`src/rtl/fdr_pkg.sv`:
```
// Package: shared word type, geometry limits and helpers for the
// descriptor readout sequencer. Assumes plane sizes fit in 32 bits.
package fdr_pkg;

    localparam int unsigned FDR_MAX_PLANES = 4;
    localparam int unsigned FDR_MAX_LOCKS  = 32;
    localparam int unsigned FDR_FIXED_HEAD = 4;   // id, size, page, planes

    typedef logic [31:0] fdr_word_t;
    typedef logic [FDR_MAX_PLANES-1:0][31:0] fdr_plane_sizes_t;

    // Number of words in the whole list for a given geometry.
    function automatic int unsigned fdr_word_count(int unsigned planes, int unsigned locks);
        return FDR_FIXED_HEAD + planes + 1 + locks;
    endfunction

    // Sum of the first 'planes' plane sizes.
    function automatic fdr_word_t fdr_total_bytes(fdr_plane_sizes_t sizes, int unsigned planes);
        fdr_word_t acc;
        acc = '0;
        for (int unsigned i = 0; i < FDR_MAX_PLANES; i++) begin
            if (i < planes) acc = acc + sizes[i];
        end
        return acc;
    endfunction

endpackage

```
`src/rtl/fdr_ready_ctl.sv`:
```
// Ready flag control. Drops the flag for the single cycle after a
// command edge and holds it high otherwise. Assumes desc_start is a
// one-cycle strobe.
module fdr_ready_ctl (
    input  logic clk,
    input  logic rst_n,
    input  logic desc_start,
    output logic ready
);

    // Register the ready flag: low only right after a command.
    always_ff @(posedge clk) begin
        if (!rst_n) ready <= 1'b1;
        else        ready <= !desc_start;
    end

    a_r2_ready_drops: assert property (@(posedge clk) disable iff (!rst_n)
        desc_start |=> !ready);
    a_r2_ready_returns: assert property (@(posedge clk) disable iff (!rst_n)
        (!ready && !desc_start) |=> ready);

endmodule

```
`src/rtl/fdr_index_ctr.sv`:
```
// Word index and activity tracking. A command clears the index and marks
// the list active. An accepted read (ready high, active, no command)
// steps the index by one, and accepting the last word ends the list.
module fdr_index_ctr #(
    parameter int unsigned WORDS = 15,
    localparam int unsigned IW   = $clog2(WORDS)
) (
    input  logic          clk,
    input  logic          rst_n,
    input  logic          desc_start,
    input  logic          res_rd,
    input  logic          ready,
    output logic [IW-1:0] idx,
    output logic          active,
    output logic          take_last
);

    localparam logic [IW-1:0] LAST_IDX = IW'(WORDS - 1);

    logic take;

    // Decide whether this edge consumes a word.
    always_comb begin
        take      = res_rd && ready && active && !desc_start;
        take_last = take && (idx == LAST_IDX);
    end

    // Index register: cleared by a command, stepped by an accepted read.
    always_ff @(posedge clk) begin
        if (!rst_n)          idx <= '0;
        else if (desc_start) idx <= '0;
        else if (take && !take_last) idx <= idx + 1'b1;
    end

    // Activity register: set by a command, cleared after the final word.
    always_ff @(posedge clk) begin
        if (!rst_n)          active <= 1'b0;
        else if (desc_start) active <= 1'b1;
        else if (take_last)  active <= 1'b0;
    end

    a_r8_restart_zero: assert property (@(posedge clk) disable iff (!rst_n)
        desc_start |=> (idx == '0 && active));
    a_r9_hold_when_busy: assert property (@(posedge clk) disable iff (!rst_n)
        (!ready && !desc_start) |=> $stable(idx));
    a_r4_single_step: assert property (@(posedge clk) disable iff (!rst_n)
        (res_rd && ready && active && !desc_start && idx != LAST_IDX)
        |=> (idx == $past(idx) + 1'b1));

endmodule

```
`src/rtl/fdr_word_gen.sv`:
```
// Word generator. Maps a word index onto the descriptor content computed
// from the geometry parameters: the fixed head, per-plane sizes, the lock
// count and the equal-sized lock regions. Purely combinational.
module fdr_word_gen
    import fdr_pkg::*;
#(
    parameter fdr_word_t        IFACE_ID    = 32'h0000_5A10,
    parameter fdr_word_t        PAGE_BYTES  = 32'd512,
    parameter int unsigned      PLANE_CNT   = 2,
    parameter fdr_plane_sizes_t PLANE_SIZES = {32'd0, 32'd0, 32'd32768, 32'd65536},
    parameter int unsigned      LOCK_CNT    = 8,
    localparam int unsigned     WORDS       = fdr_word_count(PLANE_CNT, LOCK_CNT),
    localparam int unsigned     IW          = $clog2(WORDS)
) (
    input  logic [IW-1:0] idx,
    output fdr_word_t     word
);

    localparam fdr_word_t     TOTAL      = fdr_total_bytes(PLANE_SIZES, PLANE_CNT);
    localparam fdr_word_t     REGION     = TOTAL / LOCK_CNT;
    localparam logic [IW-1:0] PLANE_BASE = IW'(FDR_FIXED_HEAD);
    localparam logic [IW-1:0] LOCK_IDX   = IW'(FDR_FIXED_HEAD + PLANE_CNT);

    logic [IW-1:0] plane_ofs;

    // Select the word that belongs to the current index.
    always_comb begin
        plane_ofs = idx - PLANE_BASE;
        word      = '0;
        if      (idx == IW'(0))    word = IFACE_ID;
        else if (idx == IW'(1))    word = TOTAL;
        else if (idx == IW'(2))    word = PAGE_BYTES;
        else if (idx == IW'(3))    word = fdr_word_t'(PLANE_CNT);
        else if (idx <  LOCK_IDX)  word = PLANE_SIZES[plane_ofs[1:0]];
        else if (idx == LOCK_IDX)  word = fdr_word_t'(LOCK_CNT);
        else                       word = REGION;
    end

endmodule

```
`src/rtl/fdr_desc_seq.sv`:
```
// Top of the descriptor readout sequencer. Ties the ready control, the
// index counter and the word generator together. The result is zero
// whenever no list is active. Assumes 1..4 planes and 1..32 lock regions.
module fdr_desc_seq
    import fdr_pkg::*;
#(
    parameter fdr_word_t        IFACE_ID    = 32'h0000_5A10,
    parameter fdr_word_t        PAGE_BYTES  = 32'd512,
    parameter int unsigned      PLANE_CNT   = 2,
    parameter fdr_plane_sizes_t PLANE_SIZES = {32'd0, 32'd0, 32'd32768, 32'd65536},
    parameter int unsigned      LOCK_CNT    = 8
) (
    input  logic        clk,
    input  logic        rst_n,
    input  logic        desc_start,
    input  logic        res_rd,
    output logic [31:0] res_word,
    output logic        res_ready
);

    localparam int unsigned WORDS = fdr_word_count(PLANE_CNT, LOCK_CNT);
    localparam int unsigned IW    = $clog2(WORDS);

    logic [IW-1:0] idx;
    logic          active;
    logic          take_last;
    fdr_word_t     gen_word;

    fdr_ready_ctl u_ready (
        .clk        (clk),
        .rst_n      (rst_n),
        .desc_start (desc_start),
        .ready      (res_ready)
    );

    fdr_index_ctr #(.WORDS(WORDS)) u_index (
        .clk        (clk),
        .rst_n      (rst_n),
        .desc_start (desc_start),
        .res_rd     (res_rd),
        .ready      (res_ready),
        .idx        (idx),
        .active     (active),
        .take_last  (take_last)
    );

    fdr_word_gen #(
        .IFACE_ID    (IFACE_ID),
        .PAGE_BYTES  (PAGE_BYTES),
        .PLANE_CNT   (PLANE_CNT),
        .PLANE_SIZES (PLANE_SIZES),
        .LOCK_CNT    (LOCK_CNT)
    ) u_word (
        .idx  (idx),
        .word (gen_word)
    );

    // Gate the generated word: zero outside an active list.
    always_comb begin
        res_word = active ? gen_word : '0;
    end

    a_r7_zero_after_last: assert property (@(posedge clk) disable iff (!rst_n)
        (take_last && !desc_start) |=> (res_word == '0));
    a_r3_head_after_cmd: assert property (@(posedge clk) disable iff (!rst_n)
        desc_start |=> (res_word == IFACE_ID));
    a_r10_cmd_wins: assert property (@(posedge clk) disable iff (!rst_n)
        (desc_start && res_rd) |=> (res_word == IFACE_ID && !res_ready));

endmodule

```
`config.mk`:
```
export PLATFORM = sky130hd
export DESIGN_NAME = fdr_desc_seq
export DESIGN_NICKNAME = d
export VERILOG_FILES = /design/src/rtl/fdr_pkg.sv /design/src/rtl/fdr_ready_ctl.sv /design/src/rtl/fdr_index_ctr.sv /design/src/rtl/fdr_word_gen.sv /design/src/rtl/fdr_desc_seq.sv
export SDC_FILE = /design/constraint.sdc
export NUM_CORES = 1
export LEC_CHECK = 0
export BUFFER_PORTS_ARGS = -buffer_cell sky130_fd_sc_hd__buf_2
export CAP_MARGIN = 20
export CORE_AREA = 2 2 40 42
export DETAILED_ROUTE_END_ITERATION = 10
export DIE_AREA = 0 0 42 44
export PLACE_DENSITY_LB_ADDON = 0.12
export SETUP_SLACK_MARGIN = 0.05
export SYNTH_ARGS = -nofsm -noshare
export SYNTH_HDL_FRONTEND = slang
export SYNTH_SLANG_ARGS = --single-unit
```
`constraint.sdc`:
```
create_clock -name clk -period 2.32 [get_ports clk]
set_input_delay 0.348 -clock clk [delete_from_list [all_inputs] [get_ports clk]]
set_output_delay 0.348 -clock clk [all_outputs]
set_load 0.01 [all_outputs]
```
==> flow_metrics.env, run 1 <==
export IMPL_start_util_pct=42.8
export IMPL_drt_wl_total_um=946
export IMPL_grt_setup_unrepaired="false"
export IMPL_avgSynthCellArea_um2=7.88
export IMPL_postCtsSetupBuffers=0
export IMPL_instances_no_fill=105
export IMPL_rrSetupSlack_ns=0.86
export IMPL_drive_gt1_share_pct=21.3
export IMPL_wl_per_cell_um=9.01
export IMPL_syn_cell_area_um2=607
export IMPL_hold_viol_final=0
export IMPL_powerDensity_mw_per_mm2=420
export IMPL_finalCriticalPeriod_ns=2.12
export IMPL_core_mm2=0.00142
export IMPL_nFillCells=154
export IMPL_dr_pass1_iters=4
export IMPL_drtAntennaViolNets=0
export IMPL_clock_root_buffer="clkbuf_4"
export IMPL_ir_drop_v=0.000220
export IMPL_top_level_ports=37
export IMPL_dp_hpwl_um=773
export IMPL_synthDistinctLibCells=22
export IMPL_outcome="completed"
export IMPL_final_setup_viol_count=0
export IMPL_crit_path_max_fanout=6
export IMPL_skew_ns=0.000815
export IMPL_ys_ff_latch=6
export IMPL_cp_start_kind="register"
export IMPL_fp_dieH_um=44
export IMPL_cp_end_kind="output port"
export IMPL_holdPathStages=2
export IMPL_port_buffers=14
export IMPL_yosysWarnings=0
export IMPL_dieWidth_um=42
export IMPL_route_detailed_drc=0
export IMPL_worstPathArrival_ns=1.78
export IMPL_power_mw=0.251
export IMPL_gr_total_overflow=0
export IMPL_placedCellCount=102
export IMPL_ys_seq_area_share_pct=19.8
export IMPL_insertedDiodeCount=0
export IMPL_grt_pass1_wl_mm=1.49
export IMPL_antenna_found_initial=0
export IMPL_postPlaceCellArea_um2=573
export IMPL_final_area_um2=597
export IMPL_clkLatencyLatePin_ns=0.24
export IMPL_setup_tns_final_ns=0
export IMPL_place_congestion=0.732
export IMPL_final_common_cell="conb_1"
export IMPL_grt_pass1_vias=361
export IMPL_max_freq_mhz=471
export IMPL_cts_sinks=6
export IMPL_finalCritPeriodShare_pct=91.5
export IMPL_area_delta_synth_final_pct=-1.65
export IMPL_multi_input_area_um2=340
export IMPL_hp_class="primary input to register"
export IMPL_viasPerCell=4.49
export IMPL_crit_type="register to output port"
export IMPL_grtUsageTotal_pct=10.8
export IMPL_worstPathRequired_ns=1.97
export IMPL_hold_ws_ns=0.302
export IMPL_grt_max_degree=11
export IMPL_seqCellArea_um2=121
export IMPL_cts_buffer_depth=2
export IMPL_numCtsBuffers=3
export IMPL_drv_slew=0
export IMPL_final_nets=99
export IMPL_r2r_cells=5
export IMPL_clk_pin_slew_worst_paths_ns=0.04
export IMPL_vias=471
export IMPL_drt_iter0_drc=9
export IMPL_cts_tree="yes"
export IMPL_syn_inst=77
export IMPL_final_cell_mix="22 x conb_1, 14 x buf_2, 6 x inv_1, 5 x dfxtp_1"
export IMPL_p_leak_nw=0.290
export IMPL_maxCapViolCount=0
export IMPL_htreeDepth=1
export IMPL_fp_dieArea_mm2=0.00185
export IMPL_row_count=14
[critical path, stage by stage, from the launching register on]
cell	delay, ns
dfxtp_1	0.41
inv_1	0.10
ha_1	0.24
or4_1	0.51
nor3_1	0.13
buf_2	0.15
[cell families after synthesis]
logic type | count (synthesis) | share of synthesized area, %
buffers and inverters | 32 | 37.1
other | 1 | 0.618
AO/OA/AOI/OAI | 14 | 15.9
flip-flops | 6 | 19.8
adder cells (fa/ha/maj) | 4 | 8.25
AND/OR/NAND/NOR | 20 | 18.4
[metrics by stage]
| stage | util [%] | worst slack, ns |
|---|---|---|
| 3_5_place_dp | 40.4 | 0.406 |
| 3_3_place_gp | 40.4 | 0.419 |
| 6_report | 42.1 | 0.197 |
| 2_1_floorplan | - | 0.508 |
| 5_1_grt | 42.1 | 0.0871 |
| 4_1_cts | 42.0 | 0.140 |
[per-layer routing]
layer	global-route usage, %	up-vias	share of wire (%)
met4	7.74	0	0
met2	17.5	27	48
li1	-	242	-
met1	12.8	202	42
met5	0	-	0
met3	2.08	0	9.4
[where the power goes]
part | internal [mW] | switching, mW | total, mW
registers | 0.106 | 0.00228 | 0.109
logic | 0.0125 | 0.0348 | 0.0473
clock network | 0.0584 | 0.0364 | 0.0949
total | 0.177 | 0.0735 | 0.251
[sequential cells by signal, summed over array words and instances, names as in the netlist]
signal	flops
u_index.active	1
u_ready.ready	1
u_index.idx	4
[synthesized netlist by cell type]
library cell  instances  area, um^2
dfxtp_1               6         120
nand3_1               2        10.0
or4_1                 1        7.51
nor3_1                4        20.0
o311ai_1              2        17.5
a21oi_1               3        15.0
a31oi_1               3        18.8
nor2b_1               1        6.26
o21a_1                3        22.5
o21ai_0               1        5.00
and3_4                1        11.3
or3_1                 1        6.26
o41ai_1               2        17.5
inv_1                 6        22.5
ha_1                  4        50.1
buf_6                 2        22.5
buf_4                24         180
nand2b_1              2        12.5
conb_1                1        3.75
nor2_1                2        7.51
nor3b_1               2        15.0
nand2_1               4        15.0
[final timing paths]
check	from	to
worst min-delay path	desc_start	u_ready.ready
worst max register to register	u_index.idx[0]	u_index.idx[0]
worst max-delay path	u_index.idx[1]	res_word[1]
worst min register to register	u_index.idx[3]	u_index.idx[3]
[area by class of cell]
cell class,count,share of cell area [%]
Tap cell,16,3.35
Sequential cell,6,20.3
Inverter,6,3.77
Timing Repair Buffer,14,11.7
Multi-Input combinational cell,60,57.0
Clock buffer,3,3.77
[timing repair]
| item | in CTS | in global routing |
|---|---|---|
| hold endpoints to repair | 0 | 0 |
| gates resized for setup | 0 | 1 |
| hold buffers | 0 | 0 |
| setup endpoints to repair | 0 | 1 |
No activity file was read; power rests on OpenSTA's default activity.
==> run 2: changes to the inputs <==
SETUP_SLACK_MARGIN = 0.5   (was 0.05)
==> flow_metrics.env, run 2 (same netlist as run 1, synthesis figures left out) <==
export IMPL_holdPathStages=2
export IMPL_gr_total_overflow=0
export IMPL_outcome="completed"
export IMPL_core_mm2=0.00142
export IMPL_p_int_mw=0.178
export IMPL_path_cells="inv_4, ha_2, or4_1, nor3_1, buf_2"
export IMPL_maxCapViolCount=0
export IMPL_postPlaceCellArea_um2=573
export IMPL_route_detailed_drc=0
export IMPL_worstPathRequired_ns=1.97
export IMPL_min_from="desc_start"
export IMPL_clk_pin_slew_worst_paths_ns=0.04
export IMPL_grt_setup_unrepaired="true"
export IMPL_ir_drop_v=0.000216
export IMPL_antenna_found_initial=0
export IMPL_clkLatencyLatePin_ns=0.24
export IMPL_r2r_start="u_index.idx[0]"
export IMPL_nFillCells=149
export IMPL_hp_class="primary input to register"
export IMPL_reg_top3="u_index.idx: 4 flops, u_index.active: 1 flops, u_ready.ready: 1 flops"
export IMPL_hold_end="u_ready.ready"
export IMPL_finalCriticalPeriod_ns=1.96
export IMPL_pwr_share_clk_pct=37.6
export IMPL_skew_ns=0.00162
export IMPL_powerDensity_mw_per_mm2=379
export IMPL_p_comb_share_pct=20.4
export IMPL_final_area_um2=669
export IMPL_p_sw_mw=0.0759
export IMPL_instances_no_fill=110
export IMPL_grt_pass1_vias=403
export IMPL_cts_tree="yes"
export IMPL_start_util_pct=42.8
export IMPL_dr_pass1_iters=4
export IMPL_final_common_cell="conb_1"
export IMPL_p_leak_nw=0.317
export IMPL_grtUsageTotal_pct=12.1
export IMPL_htreeDepth=1
export IMPL_rrSetupSlack_ns=0.94
export IMPL_largest_reg_flops=4
export IMPL_cpMaxStageDelayCell="or4_1"
export IMPL_final_cell_mix="22 x conb_1, 14 x buf_2"
export IMPL_drt_iter0_drc=8
export IMPL_place_ws_ns=0.406
export IMPL_crit_path_max_fanout=4
export IMPL_cp_end_kind="output port"
export IMPL_place_congestion=0.732
export IMPL_drtAntennaViolNets=0
export IMPL_top_register="u_index.idx"
export IMPL_placedCellCount=102
export IMPL_fp_dieArea_mm2=0.00185
export IMPL_grt_pass1_wl_mm=1.68
export IMPL_cts_hold_buf=0
export IMPL_crit_type="register to output port"
export IMPL_r2r_cells=5
export IMPL_final_nets=104
export IMPL_drive_gt1_share_pct=34.0
export IMPL_area_delta_synth_final_pct=10.3
export IMPL_drv_slew=0
export IMPL_finalCritPeriodShare_pct=84.5
export IMPL_viasPerCell=4.44
export IMPL_crit_buf_inv=2
export IMPL_row_count=14
export IMPL_dieWidth_um=42
export IMPL_max_freq_mhz=510
export IMPL_insertedDiodeCount=0
export IMPL_vias=488
export IMPL_drt_wl_total_mm=1.10
export IMPL_switching_share_pct=29.9
export IMPL_numCtsBuffers=3
export IMPL_wl_per_cell_um=10.0
export IMPL_cp_start_kind="register"
export IMPL_cts_sinks=6
export IMPL_dp_hpwl_um=773
export IMPL_setup_slack_ns=0.359
export IMPL_final_setup_viol_count=0
export IMPL_cts_buffer_depth=2
export IMPL_power_frac_seq_pct=42.0
export IMPL_setup_tns_final_ns=0
export IMPL_clock_root_buffer="clkbuf_4"
export IMPL_worstPathArrival_ns=1.61
export IMPL_grt_max_degree=11
export IMPL_cpPeakStageDelay_ns=0.50
export IMPL_critPathTopFamily="simple AND/OR/NAND/NOR gates"
export IMPL_fp_dieH_um=44
export IMPL_port_buffers=14
export IMPL_top_level_ports=37
export IMPL_reg2reg_to="u_index.idx[0]"
export IMPL_hold_viol_final=0
[run 2: cell types whose count changed in the layout (fill, tap and decap cells not counted), sizes merged]
cell  change
buf       +5
[run 2: cell type report]
| type | count | area (um^2) | share of cell area, % |
|---|---|---|---|
| well taps | 16 | 20.0 | 2.99 |
| clock buffers | 3 | 22.5 | 3.36 |
| repair buffers | 19 | 111 | 16.6 |
| inverters | 6 | 27.5 | 4.11 |
| flip-flops and latches | 6 | 128 | 19.1 |
| multi-input cells | 60 | 360 | 53.8 |
[run 2: layer usage]
metal	up-vias	wire, um	global-route usage [%]
li1	252	-	-
met2	25	560	20.9
met3	0	85	2.08
met4	0	0	7.74
met1	211	453	13.8
met5	-	0	0
[run 2: how the worst max path moves through the flow]
stage | end | from | slack (ns) | depth (start not counted)
4_1_cts | res_word[1] | u_index.idx[1] | 0.33 | 5
3_3_place_gp | res_word[1] | u_index.idx[0] | 0.42 | 5
2_1_floorplan | res_word[1] | u_index.idx[0] | 0.51 | 4
5_1_grt | res_word[1] | u_index.idx[1] | 0.28 | 5
6_report | res_word[1] | u_index.idx[1] | 0.36 | 5
3_5_place_dp | res_word[1] | u_index.idx[0] | 0.41 | 5
[run 2: what timing repair did]
action	4_1_cts	5_1_grt
endpoints found under the hold margin	0	0
endpoints found under the setup margin	3	3
resized for setup	14	1
pin swaps	3	1
buffers inserted	3	2
[run 2: power groups by stage]
| stage | sequential (mW) | combinational (mW) | clock (mW) |
|---|---|---|---|
| detailed placement | 0.110 | 0.0470 | 0 |
| finish | 0.107 | 0.0519 | 0.0955 |
| floorplan | 0.110 | 0.0642 | 0 |
| global placement | 0.110 | 0.0471 | 0 |
| global route | 0.107 | 0.0588 | 0.104 |
| CTS | 0.107 | 0.0499 | 0.0985 |
[run 2: through the flow]
step	util (%)	total power, mW	hold slack (ns)
5_1_grt	47.2	0.269	0.302
3_5_place_dp	40.4	0.157	0.511
4_1_cts	45.9	0.255	0.296
3_3_place_gp	40.4	0.158	0.506
6_report	47.2	0.254	0.301
2_1_floorplan	-	0.175	0.410
[run 2: worst reg2reg max path, delay by kind of cell, from the launching register on]
kind                       cells  cell delay (ns)
buffers and inverters          1             0.05
AOI/OAI and AO/OA              1             0.14
DFF                            1             0.38
adders and majority gates      1             0.19
and+or+nand+nor                2             0.55
==> run 3: changes to the inputs <==
ABC_AREA = 1   (was unset)
CORE_AREA = 2 2 45 47   (was 2 2 40 42)
DIE_AREA = 0 0 47 49   (was 0 0 42 44)
clock period = 1.7 ns   (was 2.32 ns; I/O delays follow)
==> flow_metrics.env, run 3 <==
export IMPL_outcome="completed"
export IMPL_powerDensity_mw_per_mm2=404
export IMPL_cts_tree="yes"
export IMPL_syn_inst=102
export IMPL_route_detailed_drc=0
export IMPL_yosysWarnings=0
export IMPL_maxCapViolCount=0
export IMPL_nFillCells=196
export IMPL_cpMaxStageDelayCell="dfxtp_4"
export IMPL_row_count=16
export IMPL_htreeDepth=1
export IMPL_yosys_most_used_dff="dfxtp_1"
export IMPL_dr_pass1_iters=4
export IMPL_cts_buffer_depth=2
export IMPL_grtUsageMet3_pct=3.33
export IMPL_grt_max_degree=9
export IMPL_drv_slew=0
export IMPL_largest_reg_flops=4
export IMPL_grt_util_met1_pct=16.5
export IMPL_drtAntennaViolNets=0
export IMPL_insertedDiodeCount=0
export IMPL_final_cell_mix="22 x conb_1, 13 x nand2_1, 11 x buf_2, 9 x nor2_1, 8 x buf_4"
export IMPL_p_leak_nw=0.432
export IMPL_final_setup_viol_count=0
export IMPL_grtUsageTotal_pct=12.7
export IMPL_hold_viol_final=0
export IMPL_rrSetupSlack_ns=0.45
export IMPL_drive_gt1_share_pct=47.2
export IMPL_skew_ns=0.00103
export IMPL_vias=620
export IMPL_cpPeakStageDelay_ns=0.39
export IMPL_clock_root_buffer="clkbuf_4"
export IMPL_place_congestion=0.766
export IMPL_grt_setup_unrepaired="true"
export IMPL_viasPerCell=4.08
export IMPL_port_buffers=14
export IMPL_cp_end_kind="output port"
export IMPL_max_freq_mhz=647
export IMPL_final_nets=134
export IMPL_worstPathRequired_ns=1.44
export IMPL_r2r_cells=8
export IMPL_top_level_ports=37
export IMPL_crit_path_max_fanout=4
export IMPL_drt_iter0_drc=4
export IMPL_drt_wl_total_mm=1.34
export IMPL_fin_util_pct=51.0
export IMPL_setup_tns_final_ns=0
export IMPL_cp_start_kind="register"
export IMPL_async_flop_share_pct=0
export IMPL_avgSynthCellArea_um2=6.49
export IMPL_finalCriticalPeriod_ns=1.55
export IMPL_finalCritPeriodShare_pct=90.9
export IMPL_met2_usage_pct=19.9
export IMPL_synthDistinctLibCells=17
export IMPL_crit_type="register to output port"
export IMPL_reg_top3="u_index.idx: 4 flops, u_index.active: 1 flops, u_ready.ready: 1 flops"
export IMPL_clk_pin_slew_worst_paths_ns=0.05
export IMPL_top_register="u_index.idx"
export IMPL_dieWidth_um=47
export IMPL_grt_pass1_wl_mm=2.19
export IMPL_endpoint="res_word[1]"
export IMPL_synthTopCellsByArea="buf_4 28%, dfxtp_1 18%, nand2_1 9.6%, ha_1 7.6%, inv_1 6.2%"
export IMPL_clkLatencyLatePin_ns=0.24
export IMPL_grt_pass1_vias=515
export IMPL_worstPathArrival_ns=1.29
export IMPL_antenna_found_initial=0
export IMPL_synth_top_cell_by_area="buf_4"
export IMPL_dp_hpwl_mm=1.05
export IMPL_top_usage_layer="met2"
export IMPL_startpoint="u_index.idx[0]"
export IMPL_area_delta_synth_final_pct=41.8
export IMPL_synth_top_area_share_pct=28.4
export IMPL_hold_ws_ns=0.193
export IMPL_cts_hold_buf=0
export IMPL_ir_drop_v=0.000447
export IMPL_fp_dieArea_mm2=0.00230
export IMPL_fp_dieH_um=49
export IMPL_synth_edff_count=0
export IMPL_core_mm2=0.00184
export IMPL_syn_cell_area_um2=662
export IMPL_wl_per_cell_um=8.84
export IMPL_ys_seq_area_share_pct=18.1
export IMPL_r2r_start="u_index.idx[0]"
export IMPL_path_cells="inv_6, ha_4, nand2_4, nand2_4, nor3_2, buf_2"
export IMPL_gr_total_overflow=0
export IMPL_synth_common_cells="25 x buf_4, 17 x nand2_1, 11 x inv_1"
export IMPL_synth_most_common_cell="buf_4"
export IMPL_cts_sinks=6
export IMPL_ys_ff_latch=6
export IMPL_final_common_cell="conb_1"
export IMPL_crit_top_cell="nand2_4"
export IMPL_start_util_pct=35.9
export IMPL_reg2reg_to="u_index.idx[0]"
export IMPL_numCtsBuffers=3
export IMPL_hp_class="primary input to register"
==> run 3: per-layer routing <==
metal	routed length [um]	vias to the layer above	part of all wire, %
li1	-	323	-
met1	579	277	43
met2	710	20	53
met3	53	0	3.9
met4	0	0	0
met5	0	-	0
==> run 3: layout make-up <==
class	count	area, um^2	area share, %
clock buffers	4	26.3	2.80
inverters	14	65.1	6.93
multi-input cells	78	518	55.2
flip-flops and latches	6	135	14.4
well taps	27	33.8	3.60
repair buffers	23	160	17.1
==> run 3: per-stage QoR <==
step	setup slack, ns	std cells	area [um^2]	total power, mW
3_5_place_dp	0.324	140	748	0.225
2_1_floorplan	0.460	123	825	0.247
5_1_grt	0.0449	152	938	0.411
3_3_place_gp	0.320	140	748	0.225
6_report	0.154	152	938	0.379
4_1_cts	0.132	146	861	0.379
==> run 3: critical path: cells and delay by family (launching register included) <==
family / cells / cell delay, ns
DFF: 1 / 0.39
and+or+nand+nor: 3 / 0.28
adders and majority gates: 1 / 0.17
buffers and inverters: 2 / 0.19
==> run 3: repair_timing <==
action | in CTS | in global routing
hold endpoints to repair | 0 | 0
setup endpoints to repair | 11 | 14
pin swaps | 5 | 10
gates resized for setup | 17 | 7
buffers inserted | 2 | 6
==> run 3: worst min-delay path by stage <==
stage / startpoint / end / cells past startpoint
2_1_floorplan: desc_start / u_ready.ready / 1
3_3_place_gp: rst_n / u_ready.ready / 2
3_5_place_dp: rst_n / u_ready.ready / 2
4_1_cts: rst_n / u_ready.ready / 2
5_1_grt: rst_n / u_ready.ready / 2
6_report: rst_n / u_ready.ready / 2
==> run 3: report_power, final <==
group | leakage (nW) | switching (mW) | internal (mW) | total, mW
Combinational | 0.365 | 0.0594 | 0.0334 | 0.0929
Sequential | 0.0522 | 0.00695 | 0.139 | 0.146
Clock | 0.0150 | 0.0516 | 0.0889 | 0.141
==> run 3: kinds of logic after synthesis <==
logic type	synth area share [%]
AO/OA/AOI/OAI	8.13
buffers and inverters	36.3
AND/OR/NAND/NOR	29.3
adder cells (fa/ha/maj)	7.56
flip-flops	18.1
other	0.567
